[config.mk]
export PLATFORM = sky130hd
export DESIGN_NAME = dram_refresh_sched
export DESIGN_NICKNAME = d
export VERILOG_FILES = /design/src/rtl/dram_refresh_pkg.sv /design/src/rtl/dram_ref_timer.sv /design/src/rtl/dram_ref_cycle.sv /design/src/rtl/dram_row_ctr.sv /design/src/rtl/dram_refresh_sched.sv
export SDC_FILE = /design/constraint.sdc
export NUM_CORES = 1
export LEC_CHECK = 0
export ABC_AREA = 1
export CORE_MARGIN = 2
export CORE_UTILIZATION = 40
export CTS_CLUSTER_SIZE = 8
export DETAILED_ROUTE_END_ITERATION = 12
export GPL_TIMING_DRIVEN = 1
export PLACE_DENSITY = 0.57
export REMOVE_ABC_BUFFERS = 1
export SLEW_MARGIN = 20
export SYNTH_ARGS = -nofsm -noshare
export SYNTH_HDL_FRONTEND = slang
export SYNTH_HIERARCHICAL = 1
export SYNTH_SLANG_ARGS = --single-unit
[constraint.sdc]
create_clock -name clk_i -period 2.5 [get_ports clk_i]
set_clock_uncertainty 0.1 [all_clocks]
set_input_delay 0.5 -clock clk_i [delete_from_list [all_inputs] [get_ports clk_i]]
set_output_delay 0.5 -clock clk_i [all_outputs]
set_load 0.02 [all_outputs]
[src/rtl/dram_refresh_pkg.sv]
package dram_refresh_pkg;

  typedef enum logic [1:0] {
    ST_PAUSE = 2'd0,
    ST_WAKE  = 2'd1,
    ST_RUN   = 2'd2
  } sched_st_e;

  typedef enum logic [1:0] {
    CY_IDLE = 2'd0,
    CY_CSR  = 2'd1,
    CY_ACT  = 2'd2,
    CY_PRE  = 2'd3
  } cyc_st_e;

endpackage

[src/rtl/dram_ref_timer.sv]
module dram_ref_timer #(
  parameter int unsigned CNT_W = 8,
  parameter logic [CNT_W-1:0] RST_VAL = '0
) (
  input  logic             clk_i,
  input  logic             rst_ni,
  input  logic             load_i,
  input  logic [CNT_W-1:0] load_val_i,
  output logic [CNT_W-1:0] cnt_o,
  output logic             zero_o
);

  logic [CNT_W-1:0] cnt_q;

  // saturating down counter; shared by pause and row deadline
  always_ff @(posedge clk_i or negedge rst_ni) begin
    if (!rst_ni)             cnt_q <= RST_VAL;
    else if (load_i)         cnt_q <= load_val_i;
    else if (cnt_q != '0)    cnt_q <= cnt_q - 1'b1;
  end

  assign cnt_o  = cnt_q;
  assign zero_o = (cnt_q == '0);

endmodule

[src/rtl/dram_ref_cycle.sv]
module dram_ref_cycle
  import dram_refresh_pkg::*;
#(
  parameter int unsigned T_CSR = 1,
  parameter int unsigned T_RAS = 4,
  parameter int unsigned T_RP  = 3
) (
  input  logic clk_i,
  input  logic rst_ni,
  input  logic start_i,
  input  logic cbr_i,
  output logic busy_o,
  output logic done_o,
  output logic cbr_o,
  output logic ras_no,
  output logic cas_no,
  output logic we_no
);

  localparam int unsigned T_MAX = (T_CSR > T_RAS) ? ((T_CSR > T_RP) ? T_CSR : T_RP)
                                                  : ((T_RAS > T_RP) ? T_RAS : T_RP);
  localparam int unsigned TW = $clog2(T_MAX + 1);
  localparam logic [TW-1:0] LD_CSR = TW'(T_CSR - 1);
  localparam logic [TW-1:0] LD_RAS = TW'(T_RAS - 1);
  localparam logic [TW-1:0] LD_RP  = TW'(T_RP - 1);

  cyc_st_e        st_q;
  logic [TW-1:0]  tcnt_q;
  logic           cbr_q;

  always_ff @(posedge clk_i or negedge rst_ni) begin
    if (!rst_ni) begin
      st_q   <= CY_IDLE;
      tcnt_q <= '0;
      cbr_q  <= 1'b0;
    end else begin
      unique case (st_q)
        CY_IDLE: if (start_i) begin
          cbr_q <= cbr_i;
          if (cbr_i) begin
            st_q   <= CY_CSR;
            tcnt_q <= LD_CSR;
          end else begin
            st_q   <= CY_ACT;
            tcnt_q <= LD_RAS;
          end
        end
        CY_CSR: if (tcnt_q == '0) begin
          st_q   <= CY_ACT;
          tcnt_q <= LD_RAS;
        end else tcnt_q <= tcnt_q - 1'b1;
        CY_ACT: if (tcnt_q == '0) begin
          st_q   <= CY_PRE;
          tcnt_q <= LD_RP;
        end else tcnt_q <= tcnt_q - 1'b1;
        CY_PRE: if (tcnt_q == '0) st_q <= CY_IDLE;
                else tcnt_q <= tcnt_q - 1'b1;
        default: st_q <= CY_IDLE;
      endcase
    end
  end

  assign busy_o = (st_q != CY_IDLE);
  assign done_o = (st_q == CY_PRE) && (tcnt_q == '0);
  assign cbr_o  = cbr_q;
  assign ras_no = (st_q != CY_ACT);
  assign cas_no = !(cbr_q && ((st_q == CY_CSR) || (st_q == CY_ACT)));
  assign we_no  = 1'b1;

  // in CBR mode the row strobe only falls after the column strobe is already low
  p_cbr_order_r3: assert property (@(posedge clk_i) disable iff (!rst_ni)
    ($fell(ras_no) && cbr_q) |-> $past(!cas_no));

  // the scheduler never starts a cycle on top of a running one
  p_no_restart_r8: assert property (@(posedge clk_i) disable iff (!rst_ni)
    busy_o |-> !start_i);

  // a finished cycle releases the strobes on the next edge
  p_release_r8: assert property (@(posedge clk_i) disable iff (!rst_ni)
    done_o |=> (ras_no && cas_no));

endmodule

[src/rtl/dram_row_ctr.sv]
module dram_row_ctr #(
  parameter int unsigned ROW_W = 12
) (
  input  logic             clk_i,
  input  logic             rst_ni,
  input  logic             inc_i,
  input  logic             hi_rows_i,
  output logic [ROW_W-1:0] row_o
);

  logic [ROW_W-1:0] row_q;
  logic [ROW_W-1:0] last_row;

  assign last_row = hi_rows_i ? {ROW_W{1'b1}} : {1'b0, {(ROW_W-1){1'b1}}};

  always_ff @(posedge clk_i or negedge rst_ni) begin
    if (!rst_ni)      row_q <= '0;
    else if (inc_i)   row_q <= (row_q == last_row) ? '0 : row_q + 1'b1;
  end

  assign row_o = row_q;

  // the counter returns to row zero after the last row
  p_row_wrap_r7: assert property (@(posedge clk_i) disable iff (!rst_ni)
    (inc_i && (row_q == last_row) && $stable(hi_rows_i)) |=> (row_q == '0));

endmodule

[src/rtl/dram_refresh_sched.sv]
module dram_refresh_sched
  import dram_refresh_pkg::*;
#(
  parameter int unsigned CLK_HZ      = 100_000_000,
  parameter int unsigned PAUSE_US    = 100,
  parameter bit          EXTENDED    = 1'b1,
  parameter int unsigned ROW_W       = 12,
  parameter int unsigned MARGIN      = 8,
  parameter int unsigned WAKE_CYCLES = 8,
  parameter int unsigned T_CSR       = 1,
  parameter int unsigned T_RAS       = 4,
  parameter int unsigned T_RP        = 3
) (
  input  logic             clk_i,
  input  logic             rst_ni,
  input  logic             rows_sel_i,
  input  logic             cbr_mode_i,
  input  logic             ref_gnt_i,
  output logic             ref_req_o,
  output logic             ready_o,
  output logic             missed_o,
  output logic             ref_active_o,
  output logic             ras_no,
  output logic             cas_no,
  output logic             we_no,
  output logic [ROW_W-1:0] row_o
);

  localparam longint unsigned PER_LO_MS = EXTENDED ? 128 : 32;
  localparam longint unsigned PER_HI_MS = EXTENDED ? 128 : 64;
  localparam longint unsigned ROWS_LO   = 64'd1 << (ROW_W - 1);
  localparam longint unsigned ROWS_HI   = 64'd1 << ROW_W;
  localparam longint unsigned PAUSE_CYC = (longint'(CLK_HZ) * PAUSE_US) / 1_000_000;
  localparam longint unsigned INT_LO    = (longint'(CLK_HZ) * PER_LO_MS) / (1000 * ROWS_LO);
  localparam longint unsigned INT_HI    = (longint'(CLK_HZ) * PER_HI_MS) / (1000 * ROWS_HI);
  localparam longint unsigned INT_MAX   = (INT_LO > INT_HI) ? INT_LO : INT_HI;
  localparam longint unsigned CNT_MAX   = (PAUSE_CYC > INT_MAX) ? PAUSE_CYC : INT_MAX;
  localparam int unsigned     CNT_W     = $clog2(CNT_MAX + 1);
  localparam int unsigned     WK_W      = $clog2(WAKE_CYCLES + 1);
  localparam logic [CNT_W-1:0] PAUSE_LD  = CNT_W'(PAUSE_CYC - 1);
  localparam logic [CNT_W-1:0] INT_LO_LD = CNT_W'(INT_LO - 1);
  localparam logic [CNT_W-1:0] INT_HI_LD = CNT_W'(INT_HI - 1);
  localparam logic [CNT_W-1:0] MARGIN_C  = CNT_W'(MARGIN);
  localparam logic [WK_W-1:0]  WAKE_LAST = WK_W'(WAKE_CYCLES - 1);

  sched_st_e        st_q;
  logic [WK_W-1:0]  wake_q;
  logic             missed_q;

  logic             start;
  logic             cyc_busy, cyc_done, cyc_cbr;
  logic             t_load, t_zero;
  logic [CNT_W-1:0] t_cnt, t_ld_val;
  logic             wake_last;

  assign start     = ref_req_o && ref_gnt_i;
  assign wake_last = (st_q == ST_WAKE) && cyc_done && (wake_q == WAKE_LAST);
  assign t_load    = wake_last || ((st_q == ST_RUN) && start);
  assign t_ld_val  = rows_sel_i ? INT_HI_LD : INT_LO_LD;

  dram_ref_timer #(
    .CNT_W  (CNT_W),
    .RST_VAL(PAUSE_LD)
  ) u_timer (
    .clk_i     (clk_i),
    .rst_ni    (rst_ni),
    .load_i    (t_load),
    .load_val_i(t_ld_val),
    .cnt_o     (t_cnt),
    .zero_o    (t_zero)
  );

  dram_ref_cycle #(
    .T_CSR(T_CSR),
    .T_RAS(T_RAS),
    .T_RP (T_RP)
  ) u_cycle (
    .clk_i  (clk_i),
    .rst_ni (rst_ni),
    .start_i(start),
    .cbr_i  (cbr_mode_i),
    .busy_o (cyc_busy),
    .done_o (cyc_done),
    .cbr_o  (cyc_cbr),
    .ras_no (ras_no),
    .cas_no (cas_no),
    .we_no  (we_no)
  );

  dram_row_ctr #(
    .ROW_W(ROW_W)
  ) u_rows (
    .clk_i    (clk_i),
    .rst_ni   (rst_ni),
    .inc_i    (cyc_done && !cyc_cbr),
    .hi_rows_i(rows_sel_i),
    .row_o    (row_o)
  );

  always_ff @(posedge clk_i or negedge rst_ni) begin
    if (!rst_ni) begin
      st_q     <= ST_PAUSE;
      wake_q   <= '0;
      missed_q <= 1'b0;
    end else begin
      unique case (st_q)
        ST_PAUSE: if (t_zero) st_q <= ST_WAKE;
        ST_WAKE: if (cyc_done) begin
          if (wake_q == WAKE_LAST) begin
            st_q     <= ST_RUN;
            wake_q   <= '0;
            missed_q <= 1'b0;
          end else begin
            wake_q <= wake_q + 1'b1;
          end
        end
        ST_RUN: if (!start && t_zero) begin
          st_q     <= ST_WAKE;
          missed_q <= 1'b1;
        end
        default: st_q <= ST_PAUSE;
      endcase
    end
  end

  // request early by MARGIN so an in-flight access can complete
  assign ref_req_o    = !cyc_busy &&
                        ((st_q == ST_WAKE) || ((st_q == ST_RUN) && (t_cnt < MARGIN_C)));
  assign ready_o      = (st_q == ST_RUN);
  assign missed_o     = missed_q;
  assign ref_active_o = cyc_busy;

  // strobes idle and no request during the start-up pause
  p_quiet_pause_r1: assert property (@(posedge clk_i) disable iff (!rst_ni)
    (st_q == ST_PAUSE) |-> (ras_no && cas_no && !ref_req_o));

  // ready only after the last wake-up cycle completes
  p_ready_after_wake_r2: assert property (@(posedge clk_i) disable iff (!rst_ni)
    $rose(ready_o) |-> ($past(cyc_done) && ($past(wake_q) == WAKE_LAST)));

  // an expired deadline without a grant flags the miss on the next edge
  p_deadline_miss_r6: assert property (@(posedge clk_i) disable iff (!rst_ni)
    ((st_q == ST_RUN) && t_zero && !start) |=> (missed_o && !ready_o));

  // the miss flag clears only together with ready returning
  p_miss_clear_r6: assert property (@(posedge clk_i) disable iff (!rst_ni)
    $fell(missed_o) |-> $rose(ready_o));

  // strobes are driven only while the block owns them
  p_strobe_owner_r8: assert property (@(posedge clk_i) disable iff (!rst_ni)
    (!ras_no || !cas_no) |-> ref_active_o);

endmodule

==> results of run 1 <==
## power groups by stage
stage | registers [uW] | clock network (uW) | logic (uW)
after floorplan | 1080 | 0 | 995
after global placement | 1080 | 0 | 1390
after detailed placement | 1090 | 0 | 1400
after CTS | 1080 | 570 | 1400
after global routing | 1110 | 603 | 1580
final | 1080 | 549 | 1390
## kinds of logic (layout without fill, tap and decap cells)
kind of cell	after synthesis	in the layout	synth area share
AOI/OAI and AO/OA	39	39	0.0823
buffers and inverters	68	99	0.0981
other	3	8	0.00416
xor gates and xnor gates	7	7	0.0227
DFF	39	39	0.364
and+or+nand+nor	220	220	0.382
adders and majority gates	10	10	0.0463
## layer usage
metal  vias up  GRT usage  wire length (microns)
met1      1043      0.229                   2950
met3         4     0.0400                    195
met5         -          0                      0
met4         0     0.0597                     48
met2        33      0.268                   2480
li1       1255          -                      -
## metrics by stage
step	total power, uW	hold slack [ns]	area [sq um]	std cells
floorplan	2070	0.104	2710	388
global placement	2470	0.332	3050	491
detailed placement	2480	0.333	3050	491
CTS	3050	0.00282	3170	499
global route	3290	0.0115	3180	499
finish	3010	0.00568	3180	499
## placed cells by master, fill, tap and decap left out, types with 10 or more instances in the layout
| cell | n |
|---|---|
| inv_1 | 57 |
| ha_1 | 10 |
| nor2_2 | 12 |
| nor2_1 | 46 |
| dfrtp_1 | 31 |
| a21oi_1 | 11 |
| clkdlybuf4s50_1 | 20 |
| o21ai_0 | 16 |
| nand3_1 | 28 |
| nand2_1 | 100 |
## final cells by class
class                           count  area (sq um)  share of cell area
Multi-Input combinational cell    284          1480               0.467
Sequential cell                    39           986               0.310
Inverter                           65           251              0.0791
Timing Repair Buffer               26           244              0.0768
Tap cell                           77          96.3              0.0303
Clock buffer                        6          82.6              0.0260
Clock inverter                      2          35.0              0.0110
## critical path: cells and delay by family, from the launching register on
kind,cells,cell delay [ns]
fa+ha+maj,1,0.26
buf+inv,2,0.72
flops,1,0.41
simple gates,1,0.06
## state kept, by name (all words and copies together) (netlist names)
name and count:
st_q 2, wake_q 4, u_cycle/st_q 2, u_cycle/tcnt_q 3, u_cycle/cbr_o 1, u_timer/cnt_o 14
missed_o 1, u_rows/row_o 12
## worst paths after layout
check / from / to / slack (ns) / cells past startpoint
setup / recovery: u_cycle/st_q[1] / cas_no / 0.16 / 4
hold / removal: rst_ni / u_timer/cnt_o[4] / 0.006 / 1
setup reg to reg: u_cycle/tcnt_q[0] / u_timer/cnt_o[9] / 0.29 / 16
hold reg to reg: missed_o / missed_o / 0.39 / 2
max in group asynchronous: rst_ni / u_timer/cnt_o[10] / 1.69 / 2
min in group clk_i: missed_o / missed_o / 0.39 / 2
==> results.sh, run 1 <==
export IMPL_outcome="completed"
export IMPL_wl_per_cell_microns=11.4
export IMPL_drv_cap=0
export IMPL_combPwrFrac=0.460
export IMPL_p_switching_uw=1290
export IMPL_synth_async_sr_flop_share=1.00
export IMPL_post_route_worst_setup_slack_ns=0.157
export IMPL_cts_tree="yes"
export IMPL_slew_viol_final=0
export IMPL_cts_buffer_depth=2
export IMPL_area_growth_pct=17.5
export IMPL_ys_ff_latch=39
export IMPL_drc=0
export IMPL_path_class="flop to primary output"
export IMPL_slowest_stage="clkdlybuf4s50_1"
export IMPL_cts_hold_fix_buffers=0
export IMPL_yosysMostFrequentCell="nand2_1"
export IMPL_max_freq_mhz=427
export IMPL_drt_iter0_drc=76
export IMPL_postLayoutCoreUtil=0.492
export IMPL_crit_path_start_kind="flop"
export IMPL_clock_latency_ns=0.29
export IMPL_pre_cts_ws_ns=0.177
export IMPL_via_per_inst=4.68
export IMPL_syn_area_sq_um=2710
export IMPL_synth_avg_cell_area_sq_um=7.01
export IMPL_post_cts_resized=1
export IMPL_fp_dieH_microns=86.2
export IMPL_synth_common_cells="100 x nand2_1, 57 x inv_1, 47 x nor2_1"
export IMPL_gp_congestion=0.850
export IMPL_critPathMaxStageDelay_ns=0.59
export IMPL_io_buffers=22
export IMPL_ys_dominant_reg_cell="dfrtp_1"
export IMPL_synth_edff_count=0
export IMPL_p_clk_frac=0.182
export IMPL_synth_top_area_share=0.287
export IMPL_drt_first_pass_iters=5
export IMPL_ys_warn_count=6
export IMPL_synthTopCellsByArea="dfrtp_1 29%, nand2_1 14%, inv_1 7.9%"
export IMPL_n_antenna_cell=0
export IMPL_initial_core_util=0.419
export IMPL_grt_pass1_wl_mm=10.0
export IMPL_place_detailed_hpwl_mm=4.40
export IMPL_cts_buffers_inserted=5
export IMPL_period_share=0.937
export IMPL_cp_required_ns=1.90
export IMPL_end_kind="primary output"
export IMPL_path_max_fanout=4
export IMPL_clk_pin_slew_ns=0.08
export IMPL_vias=2335
export IMPL_fin_setup_tns_ns=0
export IMPL_p_sw_frac=0.427
export IMPL_core_area_sq_um=6460
export IMPL_leakage_uw=0.00158
export IMPL_synth_area_leader_cell="dfrtp_1"
export IMPL_yosysUniqueCellTypes=35
export IMPL_pin_count=24
export IMPL_worstPathArrival_ns=1.74
export IMPL_path_cells="inv_1 -> ha_1 -> nand2_1 -> clkdlybuf4s50_1"
export IMPL_cts_root_buf="clkbuf_8"
export IMPL_min_path_type="input pin to asynchronous set/reset pin"
export IMPL_gr_usage_all_layers=0.170
export IMPL_grt_overflow=0
export IMPL_intPower_uw=1730
export IMPL_cts_num_sinks=39
export IMPL_finalSetupViolations=0
export IMPL_hold_viol_final=0
export IMPL_layout_nets=436
export IMPL_powerDensity_nw_per_um2=948
export IMPL_antenna_found_initial=0
export IMPL_dieArea_sq_um=7440
export IMPL_ys_seq_area_frac=0.364
export IMPL_num_fill_cells=636
export IMPL_cts_setup_buffers=0
export IMPL_min_period_ns=2.34
export IMPL_layout_drive_gt1_share=0.168
export IMPL_antenna_left=0
export IMPL_die_w_microns=86.2
export IMPL_first_global_vias=2246
export IMPL_p_seq_frac=0.357
export IMPL_grt_start_max_net_pins=20
export IMPL_routed_wl_mm=5.67
export IMPL_h_tree_depth=2
export IMPL_rows=29
export IMPL_peakVddDrop_mv=0.434
export IMPL_synth_cells=386
export IMPL_rsz0062_at_grt="false"
Power figures use the tool's default switching activity.
==> run 2: changes to the inputs <==
--- a/config.mk
+++ b/config.mk
@@ -6,7 +6,6 @@
 export NUM_CORES = 1
 export LEC_CHECK = 0
 export ABC_AREA = 1
-export CORE_MARGIN = 2
 export CORE_UTILIZATION = 40
 export CTS_CLUSTER_SIZE = 8
 export DETAILED_ROUTE_END_ITERATION = 12
==> results.sh, run 2 (same netlist as run 1, synthesis figures left out) <==
export IMPL_wl_per_cell_microns=11.5
export IMPL_drt_first_pass_iters=8
export IMPL_area_growth_pct=17.5
export IMPL_grt_start_max_net_pins=22
export IMPL_finalSetupViolations=0
export IMPL_crit_path_start_kind="flop"
export IMPL_hold_viol_final=0
export IMPL_end_kind="primary output"
export IMPL_cts_buffers_inserted=5
export IMPL_rows=29
export IMPL_final_common_cell="nand2_1"
export IMPL_path_class="flop to primary output"
export IMPL_drc=2
export IMPL_layout_nets=438
export IMPL_first_global_vias=2289
export IMPL_initial_core_util=0.421
export IMPL_finalPower_uw=2940
export IMPL_die_w_microns=84.2
export IMPL_tightest_slew_ns=0.523
export IMPL_gp_congestion=0.831
export IMPL_clk_pin_slew_ns=0.08
export IMPL_cts_tree="yes"
export IMPL_powerDensity_nw_per_um2=925
export IMPL_place_detailed_hpwl_mm=4.32
export IMPL_layout_drive_gt1_share=0.172
export IMPL_fp_dieH_microns=84.2
export IMPL_min_path_type="input pin to asynchronous set/reset pin"
export IMPL_core_area_sq_um=6420
export IMPL_pin_count=24
export IMPL_hold_ws_ns=0.0807
export IMPL_largest_reg_flops=14
export IMPL_clock_latency_ns=0.29
export IMPL_peakVddDrop_mv=0.426
export IMPL_dieArea_sq_um=7100
export IMPL_violations="design-rule violations"
export IMPL_antenna_found_initial=0
export IMPL_cts_root_buf="clkbuf_8"
export IMPL_drt_iter0_drc=93
export IMPL_via_per_inst=4.77
export IMPL_grt_pass1_wl_mm=10.2
export IMPL_slew_viol_final=0
export IMPL_vias=2389
export IMPL_io_buffers=22
export IMPL_routed_wl_mm=5.77
export IMPL_antenna_left=0
export IMPL_relSlewSlack=0.651
export IMPL_drv_cap=0
export IMPL_final_cell_mix="99 x nand2_1, 57 x inv_1, 46 x nor2_1"
export IMPL_cp_required_ns=1.90
export IMPL_h_tree_depth=2
export IMPL_outcome="finished, violations left"
export IMPL_cts_num_sinks=39
export IMPL_n_antenna_cell=0
export IMPL_worstPathArrival_ns=1.77
export IMPL_r2r_cells=16
export IMPL_cts_buffer_depth=2
export IMPL_gr_usage_all_layers=0.178
export IMPL_grt_overflow=0
export IMPL_min_period_ns=2.37
export IMPL_period_share=0.946
export IMPL_leakage_uw=0.00158
export IMPL_num_fill_cells=639
export IMPL_max_freq_mhz=423
export IMPL_path_max_fanout=4
[run 2: path summary, 6_finish.rpt]
path	slack, ns	to	start
worst max-delay path	0.13	cas_no	u_cycle/st_q[0]
worst min-delay path	0.08	missed_o	rst_ni
worst max register to register	0.27	u_timer/cnt_o[13]	u_cycle/tcnt_q[0]
worst min register to register	0.42	missed_o	missed_o
max in group asynchronous	1.67	u_rows/row_o[6]	rst_ni
min in group clk_i	0.42	missed_o	missed_o
[run 2: area by class of cell]
cell class	count	area (sq um)	area share
sequential	39	986	0.310
inverter	65	251	0.0791
timing repair buffer	28	259	0.0815
multi-input combinational	284	1490	0.467
clock buffer	8	100	0.0315
tap	77	96.3	0.0303
[run 2: through the flow]
stage | setup WS (ns) | setup TNS [ns] | utilization | std cells | area (sq um)
2_1_floorplan | 0.184 | 0 | - | 388 | 2710
3_3_place_gp | 0.196 | 0 | 0.474 | 490 | 3040
3_5_place_dp | 0.143 | 0 | 0.474 | 490 | 3040
4_1_cts | 0.118 | 0 | 0.489 | 498 | 3140
5_1_grt | -0.00493 | -0.00493 | 0.495 | 501 | 3180
6_report | 0.134 | 0 | 0.495 | 501 | 3180
[run 2: power by group]
part	internal, uW	switching, uW	total (uW)	leakage, uW
registers	860	212	1070	0.000475
clock network	252	228	481	0.0000515
logic	547	839	1390	0.00105
total	1660	1280	2940	0.00158
[run 2: worst max-delay path: stages (launching register included)]
cell and delay [ns]:
dfrtp_1 0.40, inv_1 0.11, ha_1 0.31, nand2_1 0.06, clkdlybuf4s50_1 0.59
[run 2: layer usage]
metal  share of wire  wire length [microns]  GRT usage
met5               0                      0          0
met4           0.014                     81     0.0564
met3           0.035                    200     0.0315
met2            0.45                   2580      0.290
met1            0.50                   2910      0.240
[run 2: what timing repair did]
action | 4_1_cts | 5_1_grt
setup endpoints to repair | 1 | 18
setup buffers | 0 | 3
hold buffers | 0 | 0
resized for setup | 1 | 5
==> run 3: changes to the inputs <==
--- a/config.mk
+++ b/config.mk
@@ -10,8 +10,9 @@
 export CTS_CLUSTER_SIZE = 8
 export DETAILED_ROUTE_END_ITERATION = 12
 export GPL_TIMING_DRIVEN = 1
-export PLACE_DENSITY = 0.57
+export PLACE_DENSITY = 0.65
 export REMOVE_ABC_BUFFERS = 1
+export SETUP_SLACK_MARGIN = 0.5
 export SLEW_MARGIN = 20
 export SYNTH_ARGS = -nofsm -noshare
 export SYNTH_HDL_FRONTEND = slang
==> results.sh, run 3 (same netlist as run 1, synthesis figures left out) <==
export IMPL_drt_first_pass_iters=8
export IMPL_cts_tree="yes"
export IMPL_hold_viol_final=0
export IMPL_cts_buffer_depth=2
export IMPL_p_sw_frac=0.447
export IMPL_layout_drive_gt1_share=0.314
export IMPL_max_freq_mhz=497
export IMPL_min_path_cells=2
export IMPL_place_detailed_hpwl_mm=4.33
export IMPL_stdcell_area_sq_um=3550
export IMPL_outcome="finished, violations left"
export IMPL_grt_overflow=0
export IMPL_antenna_left=0
export IMPL_combPwrFrac=0.535
export IMPL_clock_latency_ns=0.30
export IMPL_grtUsageMet3=0.0374
export IMPL_ff2ff_setup_slack_ns=0.51
export IMPL_end_kind="primary output"
export IMPL_slowest_stage="dfstp_2"
export IMPL_drv_cap=0
export IMPL_cts_num_sinks=39
export IMPL_violations="design-rule violations"
export IMPL_grt_use_met1=0.237
export IMPL_vias=2541
export IMPL_peakVddDrop_mv=0.441
export IMPL_io_buffers=22
export IMPL_placed_area_sq_um=3040
export IMPL_crit_path_start_kind="flop"
export IMPL_path_class="flop to primary output"
export IMPL_die_w_microns=84.2
export IMPL_fin_setup_tns_ns=0
export IMPL_slew_viol_final=0
export IMPL_hp_start="missed_o"
export IMPL_powerDensity_nw_per_um2=927
export IMPL_gp_congestion=0.872
export IMPL_pin_count=24
export IMPL_initial_core_util=0.421
export IMPL_drt_iter0_drc=126
export IMPL_n_antenna_cell=0
export IMPL_critPathMaxStageDelay_ns=0.57
export IMPL_path_cells="nor2_1 -> nand2_1 -> nor2_1 -> nand2_1 -> nand2_2 -> nand2_2 -> inv_2 -> buf_6"
export IMPL_min_period_ns=2.01
export IMPL_r2r_cells=17
export IMPL_via_per_inst=4.80
export IMPL_h_tree_depth=2
export IMPL_clk_pin_slew_ns=0.09
export IMPL_area_growth_pct=31.4
export IMPL_num_fill_cells=611
export IMPL_routed_wl_mm=6.45
export IMPL_cts_buffers_inserted=5
export IMPL_intPower_uw=1820
export IMPL_cts_root_buf="clkbuf_8"
export IMPL_antenna_found_initial=0
export IMPL_rsz0062_at_grt="true"
export IMPL_path_max_fanout=4
export IMPL_rows=29
export IMPL_drc=4
export IMPL_cp_required_ns=1.90
export IMPL_r2r_end="u_timer/cnt_o[0]"
export IMPL_wl_per_cell_microns=12.2
export IMPL_p_seq_frac=0.326
export IMPL_min_path_type="flop to flop"
export IMPL_grt_use_met2=0.312
export IMPL_dieArea_sq_um=7100
export IMPL_postLayoutCoreUtil=0.553
export IMPL_busiest_layer="met2"
export IMPL_leakage_uw=0.00183
export IMPL_hold_path_endpoint="missed_o"
export IMPL_largest_reg_flops=14
export IMPL_grt_start_max_net_pins=17
export IMPL_final_cell_mix="94 x nand2_1, 46 x inv_1, 41 x nor2_1"
export IMPL_gr_usage_all_layers=0.183
export IMPL_final_common_cell="nand2_1"
export IMPL_worstPathBufferInverterCount=2
export IMPL_layout_nets=466
export IMPL_fp_dieH_microns=84.2
export IMPL_finalSetupViolations=0
export IMPL_core_area_sq_um=6420
export IMPL_crit_family="flip-flops"
export IMPL_p_clk_frac=0.139
export IMPL_grt_pass1_wl_mm=10.5
export IMPL_worstPathArrival_ns=1.41
export IMPL_p_switching_uw=1470
export IMPL_period_share=0.806
export IMPL_first_global_vias=2372
export IMPL_r2r_start="u_cycle/tcnt_q[0]"
==> run 3: stage by stage <==
stage | std cells | hold WS, ns | power (uW) | setup slack [ns]
floorplan | 388 | 0.104 | 2070 | 0.184
global placement | 490 | 0.333 | 2450 | 0.253
detailed placement | 490 | 0.333 | 2470 | 0.148
CTS | 517 | 0.435 | 3050 | 0.363
global route | 529 | 0.465 | 3570 | 0.377
finish | 529 | 0.421 | 3300 | 0.486
==> run 3: final cells by class <==
type                            instances  area, sq um  share of cell area
Clock inverter                          3         23.8             0.00669
Sequential cell                        39          991               0.279
Clock buffer                            5         68.8              0.0194
Inverter                               65          264              0.0743
Timing Repair inverter                  2         17.5             0.00493
Tap cell                               77         96.3              0.0271
Timing Repair Buffer                   54          475               0.134
Multi-Input combinational cell        284         1620               0.455
==> run 3: what timing repair did <==
item,CTS,global route
hold buffers,1,0
endpoints found under the setup margin,33,38
pin swaps,8,23
setup buffers,17,10
resized for setup,35,57
hold endpoints to repair,8,0
gates cloned,1,2
==> run 3: tightest hold or removal path: cells and delay by family (launching register included) <==
kind	cells	cell delay, ns
flops	1	0.38
simple gates	2	0.12
==> run 3: worst max-delay path by stage <==
stage / start / endpoint / cells past startpoint
2_1_floorplan: u_cycle/tcnt_q[0] / u_timer/cnt_o[13] / 16
5_1_grt: u_cycle/tcnt_q[0] / u_timer/cnt_o[0] / 17
3_3_place_gp: u_cycle/tcnt_q[0] / u_timer/cnt_o[5] / 16
3_5_place_dp: u_cycle/tcnt_q[0] / u_timer/cnt_o[6] / 16
4_1_cts: u_timer/cnt_o[6] / ref_req_o / 8
6_report: u_timer/cnt_o[8] / ref_req_o / 8
==> run 3: layer usage <==
layer	part of all wire	wire length (microns)	vias up
li1	-	-	1317
met3	0.034	220	9
met1	0.46	2990	1164
met2	0.49	3150	51
met4	0.014	90	0
met5	0	0	-
==> run 3: power groups by stage <==
stage	Sequential, uW	Combinational, uW	Clock, uW
floorplan	1080	995	0
global placement	1080	1370	0
detailed placement	1080	1390	0
CTS	1080	1500	477
global route	1110	1960	498
finish	1070	1760	459
